$ cat config.mk
export PLATFORM = sky130hd
export DESIGN_NAME = zoned_packed_conv
export DESIGN_NICKNAME = d
export VERILOG_FILES = /design/src/rtl/zdc_pkg.sv /design/src/rtl/zdc_frame_ctl.sv /design/src/rtl/zdc_pack_lane.sv /design/src/rtl/zdc_unpack_lane.sv /design/src/rtl/zoned_packed_conv.sv
export SDC_FILE = /design/constraint.sdc
export NUM_CORES = 1
export LEC_CHECK = 0
export ABC_AREA = 1
export CORE_MARGIN = 2
export CORE_UTILIZATION = 54
export CTS_BUF_LIST = sky130_fd_sc_hd__clkbuf_8
export CTS_CLUSTER_DIAMETER = 100
export DETAILED_ROUTE_END_ITERATION = 8
export GPL_TIMING_DRIVEN = 0
export PLACE_DENSITY = 0.77
export SLEW_MARGIN = 20
export SYNTH_ARGS = -nofsm -noshare
export SYNTH_HDL_FRONTEND = slang
export SYNTH_HIERARCHICAL = 1
export SYNTH_SLANG_ARGS = --single-unit
$ cat constraint.sdc
create_clock -name clk -period 4.4 [get_ports clk]
set_input_delay 1.1 -clock clk [delete_from_list [all_inputs] [get_ports clk]]
set_output_delay 1.1 -clock clk [all_outputs]
set_load 0.02 [all_outputs]
$ cat src/rtl/zdc_pkg.sv
package zdc_pkg;
   localparam logic [3:0] ZONE_F   = 4'hF;
   localparam logic [3:0] ZONE_CHR = 4'h3;
   localparam logic [3:0] SGN_POS  = 4'hC;
   localparam logic [3:0] SGN_NEG  = 4'hD;

   typedef enum logic {
      DIR_PACK   = 1'b0,
      DIR_UNPACK = 1'b1
   } dir_e;

   function automatic logic nib_bad(input logic [3:0] n);
      return n > 4'd9;
   endfunction

   function automatic logic [3:0] style_zone(input logic style);
      return style ? ZONE_CHR : ZONE_F;
   endfunction
endpackage

$ cat src/rtl/zdc_frame_ctl.sv
module zdc_frame_ctl #(
   parameter int MAX_DIGITS = 31,
   parameter int CNT_W      = 5
) (
   input  logic             clk,
   input  logic             rst_n,
   input  logic             accept,
   input  logic             mode_in,
   input  logic             style_in,
   input  logic [CNT_W-1:0] count_in,
   output logic             mode_o,
   output logic             style_o,
   output logic             first_o,
   output logic             last_o,
   output logic             even_o
);
   logic             busy;
   logic             mode_q, style_q;
   logic [CNT_W-1:0] idx, cnt_q;
   logic [CNT_W-1:0] cnt_raw, cnt_eff, total, idx_eff;

   always_comb begin
      cnt_raw = busy ? cnt_q : count_in;
      if (cnt_raw == '0)
         cnt_eff = CNT_W'(1);
      else if (cnt_raw > CNT_W'(MAX_DIGITS))
         cnt_eff = CNT_W'(MAX_DIGITS);
      else
         cnt_eff = cnt_raw;
      mode_o  = busy ? mode_q : mode_in;
      style_o = busy ? style_q : style_in;
      total   = (mode_o == zdc_pkg::DIR_UNPACK) ? (cnt_eff >> 1) + CNT_W'(1) : cnt_eff;
      idx_eff = busy ? idx : '0;
      first_o = !busy;
      last_o  = (idx_eff == total - CNT_W'(1));
      even_o  = !cnt_eff[0];
   end

   always_ff @(posedge clk) begin
      if (!rst_n) begin
         busy    <= 1'b0;
         idx     <= '0;
         cnt_q   <= '0;
         mode_q  <= 1'b0;
         style_q <= 1'b0;
      end else if (accept) begin
         if (!busy) begin
            cnt_q   <= cnt_eff;
            mode_q  <= mode_in;
            style_q <= style_in;
         end
         busy <= !last_o;
         idx  <= last_o ? '0 : idx_eff + CNT_W'(1);
      end
   end
endmodule

$ cat src/rtl/zdc_pack_lane.sv
module zdc_pack_lane (
   input  logic [7:0] in_byte,
   input  logic       first,
   input  logic       last,
   input  logic       even,
   input  logic       held_v,
   input  logic [3:0] held_nib,
   output logic       emit,
   output logic [7:0] out_byte,
   output logic       held_v_nxt,
   output logic [3:0] held_nib_nxt,
   output logic       dig_err
);
   import zdc_pkg::*;

   logic       hv_eff;
   logic [3:0] hn_eff, digit, sgn;

   always_comb begin
      // the pad nibble of an even count acts as an already held nibble
      hv_eff       = first ? even : held_v;
      hn_eff       = first ? 4'h0 : held_nib;
      digit        = in_byte[3:0];
      sgn          = (in_byte[7:4] == SGN_NEG) ? SGN_NEG : SGN_POS;
      dig_err      = nib_bad(digit);
      emit         = 1'b0;
      out_byte     = 8'h00;
      held_v_nxt   = 1'b0;
      held_nib_nxt = hn_eff;
      if (last) begin
         emit     = 1'b1;
         out_byte = {digit, sgn};
      end else if (hv_eff) begin
         emit     = 1'b1;
         out_byte = {hn_eff, digit};
      end else begin
         held_v_nxt   = 1'b1;
         held_nib_nxt = digit;
      end
   end
endmodule

$ cat src/rtl/zdc_unpack_lane.sv
module zdc_unpack_lane (
   input  logic [7:0] in_byte,
   input  logic       first,
   input  logic       last,
   input  logic       even,
   input  logic       style,
   output logic [7:0] byte0,
   output logic [7:0] byte1,
   output logic       two,
   output logic       dig_err,
   output logic       sgn_err
);
   import zdc_pkg::*;

   logic [1:0] bad;
   logic [3:0] zone, hi, lo;

   for (genvar g = 0; g < 2; g++) begin : g_nib
      assign bad[g] = nib_bad(in_byte[4*g+3 -: 4]);
   end

   always_comb begin
      zone    = style_zone(style);
      hi      = in_byte[7:4];
      lo      = in_byte[3:0];
      byte0   = {zone, hi};
      byte1   = {zone, lo};
      two     = 1'b0;
      dig_err = 1'b0;
      sgn_err = 1'b0;
      if (last) begin
         byte0   = {(lo == SGN_NEG) ? SGN_NEG : zone, hi};
         dig_err = bad[1];
         sgn_err = !bad[0];
      end else if (first && even) begin
         byte0   = {zone, lo};
         dig_err = bad[0];
      end else begin
         two     = 1'b1;
         dig_err = |bad;
      end
   end
endmodule

$ cat src/rtl/zoned_packed_conv.sv
module zoned_packed_conv #(
   parameter  int MAX_DIGITS = 31,
   localparam int CNT_W      = $clog2(MAX_DIGITS + 1)
) (
   input  logic             clk,
   input  logic             rst_n,
   input  logic             mode,
   input  logic             zone_style,
   input  logic [CNT_W-1:0] digit_count,
   input  logic             in_valid,
   output logic             in_ready,
   input  logic [7:0]       in_data,
   output logic             out_valid,
   input  logic             out_ready,
   output logic [7:0]       out_data,
   output logic             out_last,
   output logic             digit_error,
   output logic             sign_error
);
   import zdc_pkg::*;

   if (MAX_DIGITS < 1 || MAX_DIGITS > 255) begin : g_bad_digits
      $error("MAX_DIGITS must lie in 1..255");
   end

   logic       acc, f_mode, f_style, f_first, f_last, f_even;
   logic       held_v, p_emit, p_hv_nxt, p_derr;
   logic [3:0] held_nib, p_hn_nxt;
   logic [7:0] p_byte, u_b0, u_b1;
   logic       u_two, u_derr, u_serr;
   logic       pend_v;
   logic [7:0] pend_data;
   logic       new_derr, new_serr, err_clr;

   assign in_ready = !pend_v && (!out_valid || out_ready);
   assign acc      = in_valid && in_ready;
   assign err_clr  = out_valid && out_ready && out_last;

   zdc_frame_ctl #(.MAX_DIGITS(MAX_DIGITS), .CNT_W(CNT_W)) u_frame (
      .clk(clk), .rst_n(rst_n), .accept(acc),
      .mode_in(mode), .style_in(zone_style), .count_in(digit_count),
      .mode_o(f_mode), .style_o(f_style), .first_o(f_first),
      .last_o(f_last), .even_o(f_even)
   );

   zdc_pack_lane u_pack (
      .in_byte(in_data), .first(f_first), .last(f_last), .even(f_even),
      .held_v(held_v), .held_nib(held_nib), .emit(p_emit), .out_byte(p_byte),
      .held_v_nxt(p_hv_nxt), .held_nib_nxt(p_hn_nxt), .dig_err(p_derr)
   );

   zdc_unpack_lane u_unpack (
      .in_byte(in_data), .first(f_first), .last(f_last), .even(f_even),
      .style(f_style), .byte0(u_b0), .byte1(u_b1), .two(u_two),
      .dig_err(u_derr), .sgn_err(u_serr)
   );

   always_comb begin
      new_derr = acc && ((f_mode == DIR_UNPACK) ? u_derr : p_derr);
      new_serr = acc && (f_mode == DIR_UNPACK) && u_serr;
   end

   always_ff @(posedge clk) begin
      if (!rst_n) begin
         out_valid   <= 1'b0;
         out_data    <= 8'h00;
         out_last    <= 1'b0;
         pend_v      <= 1'b0;
         pend_data   <= 8'h00;
         held_v      <= 1'b0;
         held_nib    <= 4'h0;
         digit_error <= 1'b0;
         sign_error  <= 1'b0;
      end else begin
         if (acc) begin
            if (f_mode == DIR_UNPACK) begin
               out_valid <= 1'b1;
               out_data  <= u_b0;
               out_last  <= f_last;
               pend_v    <= u_two;
               pend_data <= u_b1;
            end else begin
               held_v   <= p_hv_nxt;
               held_nib <= p_hn_nxt;
               if (p_emit) begin
                  out_valid <= 1'b1;
                  out_data  <= p_byte;
                  out_last  <= f_last;
               end else begin
                  out_valid <= 1'b0;
                  out_last  <= 1'b0;
               end
            end
         end else if (out_valid && out_ready) begin
            if (pend_v) begin
               out_data <= pend_data;
               out_last <= 1'b0;
               pend_v   <= 1'b0;
            end else begin
               out_valid <= 1'b0;
               out_last  <= 1'b0;
            end
         end
         digit_error <= (err_clr ? 1'b0 : digit_error) | new_derr;
         sign_error  <= (err_clr ? 1'b0 : sign_error) | new_serr;
      end
   end
endmodule

==> impl_metrics.json, run 1 <==
{
  "min_period_ns": 4.064,
  "tns_ns": 0,
  "ys_ff_latch": 39,
  "rsz0062_at_grt": "false",
  "numCtsBuffers": 5,
  "antenna_cells": 0,
  "clockRootBuffer": "clkbuf_8",
  "dp_hpwl_mm": 4.828,
  "die_x_um": 74.88,
  "p_leak_nw": 1.651,
  "grt_max_degree": 15,
  "synth_mux_area_share_pct": 0,
  "yosysUniqueCellTypes": 32,
  "end_kind": "flip-flop",
  "clock_latency_ns": 0.30,
  "cts_tree": "done",
  "yosysTopAreaCellShare_pct": 28.78,
  "hold_path_class": "reg -> reg",
  "synth_edf_count": 0,
  "dr_total_vias": 2779,
  "core-area_um2": 4786,
  "power_mw": 1.371,
  "htree_levels": 2,
  "synth_area_um2": 2713,
  "hold_end": "u_frame/idx[2]",
  "critPathMaxStageDelay_ns": 0.44,
  "cp_common_cell": "inv_1",
  "timing.rr.end": "out_data[5]",
  "ys_seq_area_share_pct": 28.78,
  "place_worst_setup_slack_ns": -0.1447,
  "synth_compound_area_share_pct": 10.29,
  "clkTransAtPathRegs_ns": 0.09,
  "drtIter0Drc": 141,
  "min_path_cells": 2,
  "cts_sinks": 39,
  "synth_top_family_by_area": "simple AND/OR/NAND/NOR gates",
  "ff2ff_path_depth": 24,
  "wl_per_cell_um": 11.30,
  "clockBufferDepth": 2,
  "drt_pass1_iterations": 4,
  "cp.arrival_ns": 4.26,
  "fin_ws_ns": 0.3357,
  "power_density_nw_per_um2": 420.3,
  "worst-r2r-setup-slack_ns": 1.05,
  "critical_path_required_ns": 4.60,
  "gp_congestion": 0.8768,
  "antenna_found_initial": 0,
  "finalHoldViolCount": 0,
  "hold_buffers": 0,
  "synth_area_per_cell_um2": 6.041,
  "synth_xor_area_share_pct": 0.9686,
  "worstPathCellList": "clkdlybuf4s50_1 -> nand2_2 -> nand2_2 -> ha_1 -> inv_1 -> o21ai_1 -> inv_1 -> ha_1 -> nand3b_1 -> nand3_1 -> nand2_1 -> nor2_2 -> nand3_4 -> clkinvlp_4 -> inv_1 -> nand3_4 -> inv_1 -> nand2_1 -> inv_1 -> nor2_2 -> nor2_4 -> nor2_1 -> nor2_1",
  "ys_top_cells_by_area": "dfxtp_1, nand2_1, nor2_1, inv_1, nand3_1",
  "grt_overflow": 0,
  "grt_pass1_vias": 2400,
  "yosys_warnings": 6,
  "slowest_stage": "clkdlybuf4s50_1",
  "io_pins": 32,
  "max_freq_mhz": 246.0,
  "hp-start": "u_frame/idx[2]",
  "syn_inst": 449,
  "r2r-start": "u_frame/busy",
  "fin_skew_ns": 0.01085,
  "vias_per_cell": 4.963,
  "yosys.cell_count.top_type": "nand2_1",
  "track_usage_pct": 24.08,
  "yosysTopAreaCell": "dfxtp_1",
  "rows": 25,
  "synthArstFlopShare_pct": 0,
  "outcome": "complete, no violations",
  "drive_gt1_share_pct": 12.78,
  "setup_viol": 0,
  "drv_slew": 0,
  "dieArea_um2": 5606,
  "crit_path_start_kind": "input port",
  "ir_worst_vdd_v": 0.0002883,
  "synthSimpleGateAreaFrac_pct": 45.80,
  "synthAdderAreaFrac_pct": 1.384,
  "grt_pass1_wl_mm": 10.55,
  "syn_to_final_growth_pct": 20.25,
  "drtAntennaViolNets": 0,
  "portBuffers": 31,
  "worstPathMaxFanout": 8,
  "fin_crit_sh_pct": 92.37,
  "criticalPathCategory": "in -> reg",
  "synth_flop_cell": "dfxtp_1",
  "start_util_pct": 56.68,
  "drc": 0,
  "final_nets": 514,
  "fp.dieH_um": 74.88,
  "hold_slack_ns": 0.4691,
  "maxCapViolCount": 0,
  "wl_mm": 6.326,
  "synth_common_cells": "nand2_1, nor2_1, inv_1"
}
[kinds of logic after synthesis]
family | Yosys count
buffers and inverters | 73
AOI/OAI and AO/OA | 53
xor gates and xnor gates | 3
other | 1
and+or+nand+nor | 277
DFF | 39
adders and majority gates | 3
[sequential cells by signal, summed over array words and instances, names as in the netlist]
register         cells
pend_data            8
out_data             8
u_frame/cnt_q        5
u_frame/mode_q       1
u_frame/idx          5
held_v               1
held_nib             4
out_valid            1
sign_error           1
u_frame/style_q      1
pend_v               1
out_last             1
digit_error          1
u_frame/busy         1
[critical path: cells and delay by family]
| kind | cells | cell delay, ns |
|---|---|---|
| AOI/OAI and AO/OA | 1 | 0.16 |
| buffers and inverters | 7 | 0.94 |
| adders and majority gates | 2 | 0.49 |
| and+or+nand+nor | 13 | 1.55 |
[layer usage]
layer  wire length [um]  vias to the layer above  global-route usage, %
met4                 86                        0                  7.540
li1                   -                     1473                      -
met1               3158                     1250                  33.63
met5                  0                        -                      0
met2               2852                       49                  38.60
met3                228                        7                  3.213
[cells in the final DEF, fill, tap and decap left out]
cell type | synthesis | routed
a21oi_1 | 19 | 19
xnor2_1 | 1 | 1
inv_4 | 1 | 1
bufinv_16 | 0 | 1
nand3_2 | 4 | 4
o21ai_4 | 1 | 1
nand2_2 | 10 | 10
clkdlybuf4s50_1 | 0 | 31
inv_2 | 3 | 3
nor3_1 | 1 | 1
clkinvlp_4 | 0 | 1
o22ai_1 | 2 | 2
nor2_4 | 1 | 1
xor2_1 | 2 | 2
ha_1 | 3 | 3
buf_6 | 2 | 2
buf_2 | 4 | 4
inv_6 | 1 | 1
nor2_1 | 62 | 62
nor2_8 | 1 | 1
dfxtp_1 | 39 | 39
conb_1 | 1 | 3
nand4_1 | 3 | 3
inv_1 | 49 | 48
nand3_1 | 26 | 26
o21ai_1 | 11 | 12
clkinv_4 | 0 | 1
nand2_1 | 155 | 155
clkbuf_1 | 2 | 2
nand4_4 | 0 | 1
nand3_4 | 3 | 3
nand3b_1 | 2 | 2
buf_4 | 11 | 14
nor2_2 | 6 | 6
nand2_4 | 2 | 2
clkinv_2 | 0 | 1
o21ai_0 | 20 | 19
clkbuf_8 | 0 | 5
[through the flow]
step	area, um^2	util [%]	std cells
floorplan	2720	-	451
global placement	3114	65.07	549
detailed placement	3114	65.07	549
CTS	3227	67.42	557
global route	3262	68.16	560
finish	3262	68.16	560
[how the worst max path moves through the flow]
stage | slack, ns | start | cells after the start | to
finish | 0.34 | digit_count[1] | 23 | out_data[5]
global route | 0.002 | digit_count[1] | 23 | out_data[2]
CTS | 0.14 | digit_count[1] | 23 | out_data[5]
detailed placement | -0.14 | digit_count[1] | 23 | out_data[5]
global placement | -0.11 | digit_count[1] | 23 | out_data[5]
floorplan | 0.85 | digit_count[1] | 22 | out_data[0]
[final cells by class]
type                    instances  area [um^2]
clock inverters                 3        43.79
clock buffers                   5        68.82
well taps                      67        83.83
flip-flops and latches         39        780.7
fillers                       476         1524
repair buffers                 34        332.8
inverters                      54        214.0
multi-input cells             339         1605
plain buffers                  19        132.6
[report_power, final]
| part | internal (mW) | leakage, nW | switching (mW) |
|---|---|---|---|
| registers | 0.404 | 0.320 | 0.0288 |
| clock network | 0.169 | 0.0581 | 0.137 |
| logic | 0.242 | 1.27 | 0.390 |
[timing repair]
| action | 4_1_cts | 5_1_grt |
|---|---|---|
| resized for setup | 0 | 3 |
| setup endpoints to repair | 0 | 10 |
| setup buffers | 0 | 3 |
(Power assumes the default switching activity.)
==> run 2: changes to the inputs <==
Settings changed: GPL_ROUTABILITY_DRIVEN set to 0.
==> results of run 2 <==
Same layout as run 1: the final DEF is identical, and so are final timing and power.
==> run 3: changes to the inputs <==
Settings changed: CORE_UTILIZATION 54 to 58, PLACE_DENSITY 0.77 to 0.82.
==> run 3 against run 2 <==
Cell area is 2.4% lower. Highest routed layer unchanged. Final cell count fell by 3.2%. Global-route usage up 1.2 points. Via count is 1.5% lower. Largest power group unchanged.
==> impl_metrics.json, run 3 (same netlist as run 1, synthesis figures left out) <==
{
  "fp.dieH_um": 72.39,
  "cts_tree": "done",
  "hold_buffers": 0,
  "rows": 24,
  "min_period_ns": 4.071,
  "drt_pass1_iterations": 5,
  "numCtsBuffers": 5,
  "die_x_um": 72.39,
  "fin_crit_sh_pct": 92.52,
  "dieArea_um2": 5240,
  "ctsResizeCount": 0,
  "clkTransAtPathRegs_ns": 0.08,
  "drc": 0,
  "antenna_found_initial": 0,
  "fin_cells": 542,
  "grt_max_degree": 15,
  "layout_common_cells": "nand2_1, nor2_1, inv_1, dfxtp_1, clkdlybuf4s50_1",
  "dr_total_vias": 2737,
  "worstPathMaxFanout": 10,
  "dp_cells": 534,
  "clock_latency_ns": 0.28,
  "hold_path_class": "reg -> reg",
  "setup_viol": 0,
  "crit_path_start_kind": "input port",
  "hold_slack_ns": 0.4687,
  "io_pins": 32,
  "clockRootBuffer": "clkbuf_8",
  "critical_path_required_ns": 4.58,
  "final_common_cell": "nand2_1",
  "drive_gt1_share_pct": 12.24,
  "drtAntennaViolNets": 0,
  "rsz0062_at_grt": "false",
  "p_leak_nw": 1.624,
  "max_freq_mhz": 245.7,
  "finalHoldViolCount": 0,
  "wl_mm": 6.072,
  "criticalPathCategory": "in -> reg",
  "wl_per_cell_um": 11.20,
  "place_worst_setup_slack_ns": -0.1078,
  "fillers": 397,
  "ir_worst_vdd_v": 0.0002786,
  "post_cts_buffers": 0,
  "start_util_pct": 61.04,
  "grt_pass1_vias": 2465,
  "end_kind": "flip-flop",
  "cts_sinks": 39,
  "core-area_um2": 4444,
  "antenna_cells": 0,
  "outcome": "complete, no violations",
  "cp.arrival_ns": 4.25,
  "track_usage_pct": 25.29,
  "portBuffers": 31,
  "final_nets": 511,
  "syn_to_final_growth_pct": 17.34,
  "grt_overflow": 0,
  "power_density_nw_per_um2": 402.1,
  "drv_slew": 0,
  "tns_ns": 0,
  "clockBufferDepth": 2,
  "vias_per_cell": 5.050,
  "htree_levels": 2,
  "maxCapViolCount": 0,
  "reg_top3": "out_data: 8 flops, pend_data: 8 flops",
  "drtIter0Drc": 167,
  "fin_skew_ns": 0.005482,
  "fin_ws_ns": 0.3292,
  "dp_hpwl_mm": 4.624,
  "grt_pass1_wl_mm": 10.74
}
run 3: power by group:
| part | leakage, nW | switching (mW) | internal [mW] |
|---|---|---|---|
| Sequential | 0.320 | 0.0278 | 0.404 |
| Clock | 0.0477 | 0.122 | 0.109 |
| Combinational | 1.26 | 0.385 | 0.232 |
| Total | 1.62 | 0.535 | 0.745 |
run 3: final timing paths:
path	startpoint	to	slack, ns	depth (start not counted)
worst max-delay path	digit_count[1]	out_data[5]	0.33	24
worst min-delay path	u_frame/style_q	u_frame/style_q	0.47	2
worst max register to register	u_frame/busy	out_data[5]	1.05	25
worst min register to register	u_frame/style_q	u_frame/style_q	0.47	2
run 3: layer usage:
| layer | share of wire [%] | global-route usage [%] | vias to the layer above |
|---|---|---|---|
| met5 | 0 | 0 | - |
| met4 | 0.43 | 5.350 | 0 |
| met3 | 5.1 | 4.306 | 2 |
| met1 | 51 | 36.27 | 1199 |
| met2 | 43 | 40.16 | 68 |
| li1 | - | - | 1468 |
run 3: worst max-delay path: stages:
cell and delay, ns:
clkdlybuf4s50_1 0.43, nand2_2 0.08, nand2_2 0.08, ha_1 0.28, inv_1 0.03, o21ai_1 0.18, inv_1 0.07, ha_1 0.20
nand3b_1 0.20, nand3_1 0.11, nand2_1 0.07, nor2_2 0.14, nand3_4 0.13, clkinvlp_4 0.18, inv_1 0.13, buf_2 0.20
nand3_1 0.09, o21ai_0 0.08, nand2_1 0.08, nand2_1 0.07, nand2_1 0.09, nand2_1 0.05, nor2_1 0.11, nor2_1 0.05
run 3: cell type report:
class	count	area [um^2]	area share (%)
Clock inverter	3	15.01	0.4717
Inverter	54	214.0	6.722
Tap cell	52	65.06	2.044
Buffer	19	132.6	4.167
Sequential cell	39	780.7	24.53
Multi-Input combinational cell	339	1597	50.16
Timing Repair Buffer	31	310.3	9.748
Clock buffer	5	68.82	2.162
run 3: stage by stage:
| step | instance area, um^2 | power [mW] | util, % |
|---|---|---|---|
| finish | 3183 | 1.280 | 71.62 |
| detailed placement | 3095 | 1.048 | 69.65 |
| floorplan | 2720 | 0.8935 | - |
| CTS | 3179 | 1.284 | 71.54 |
| global route | 3183 | 1.394 | 71.62 |
| global placement | 3095 | 1.034 | 69.65 |
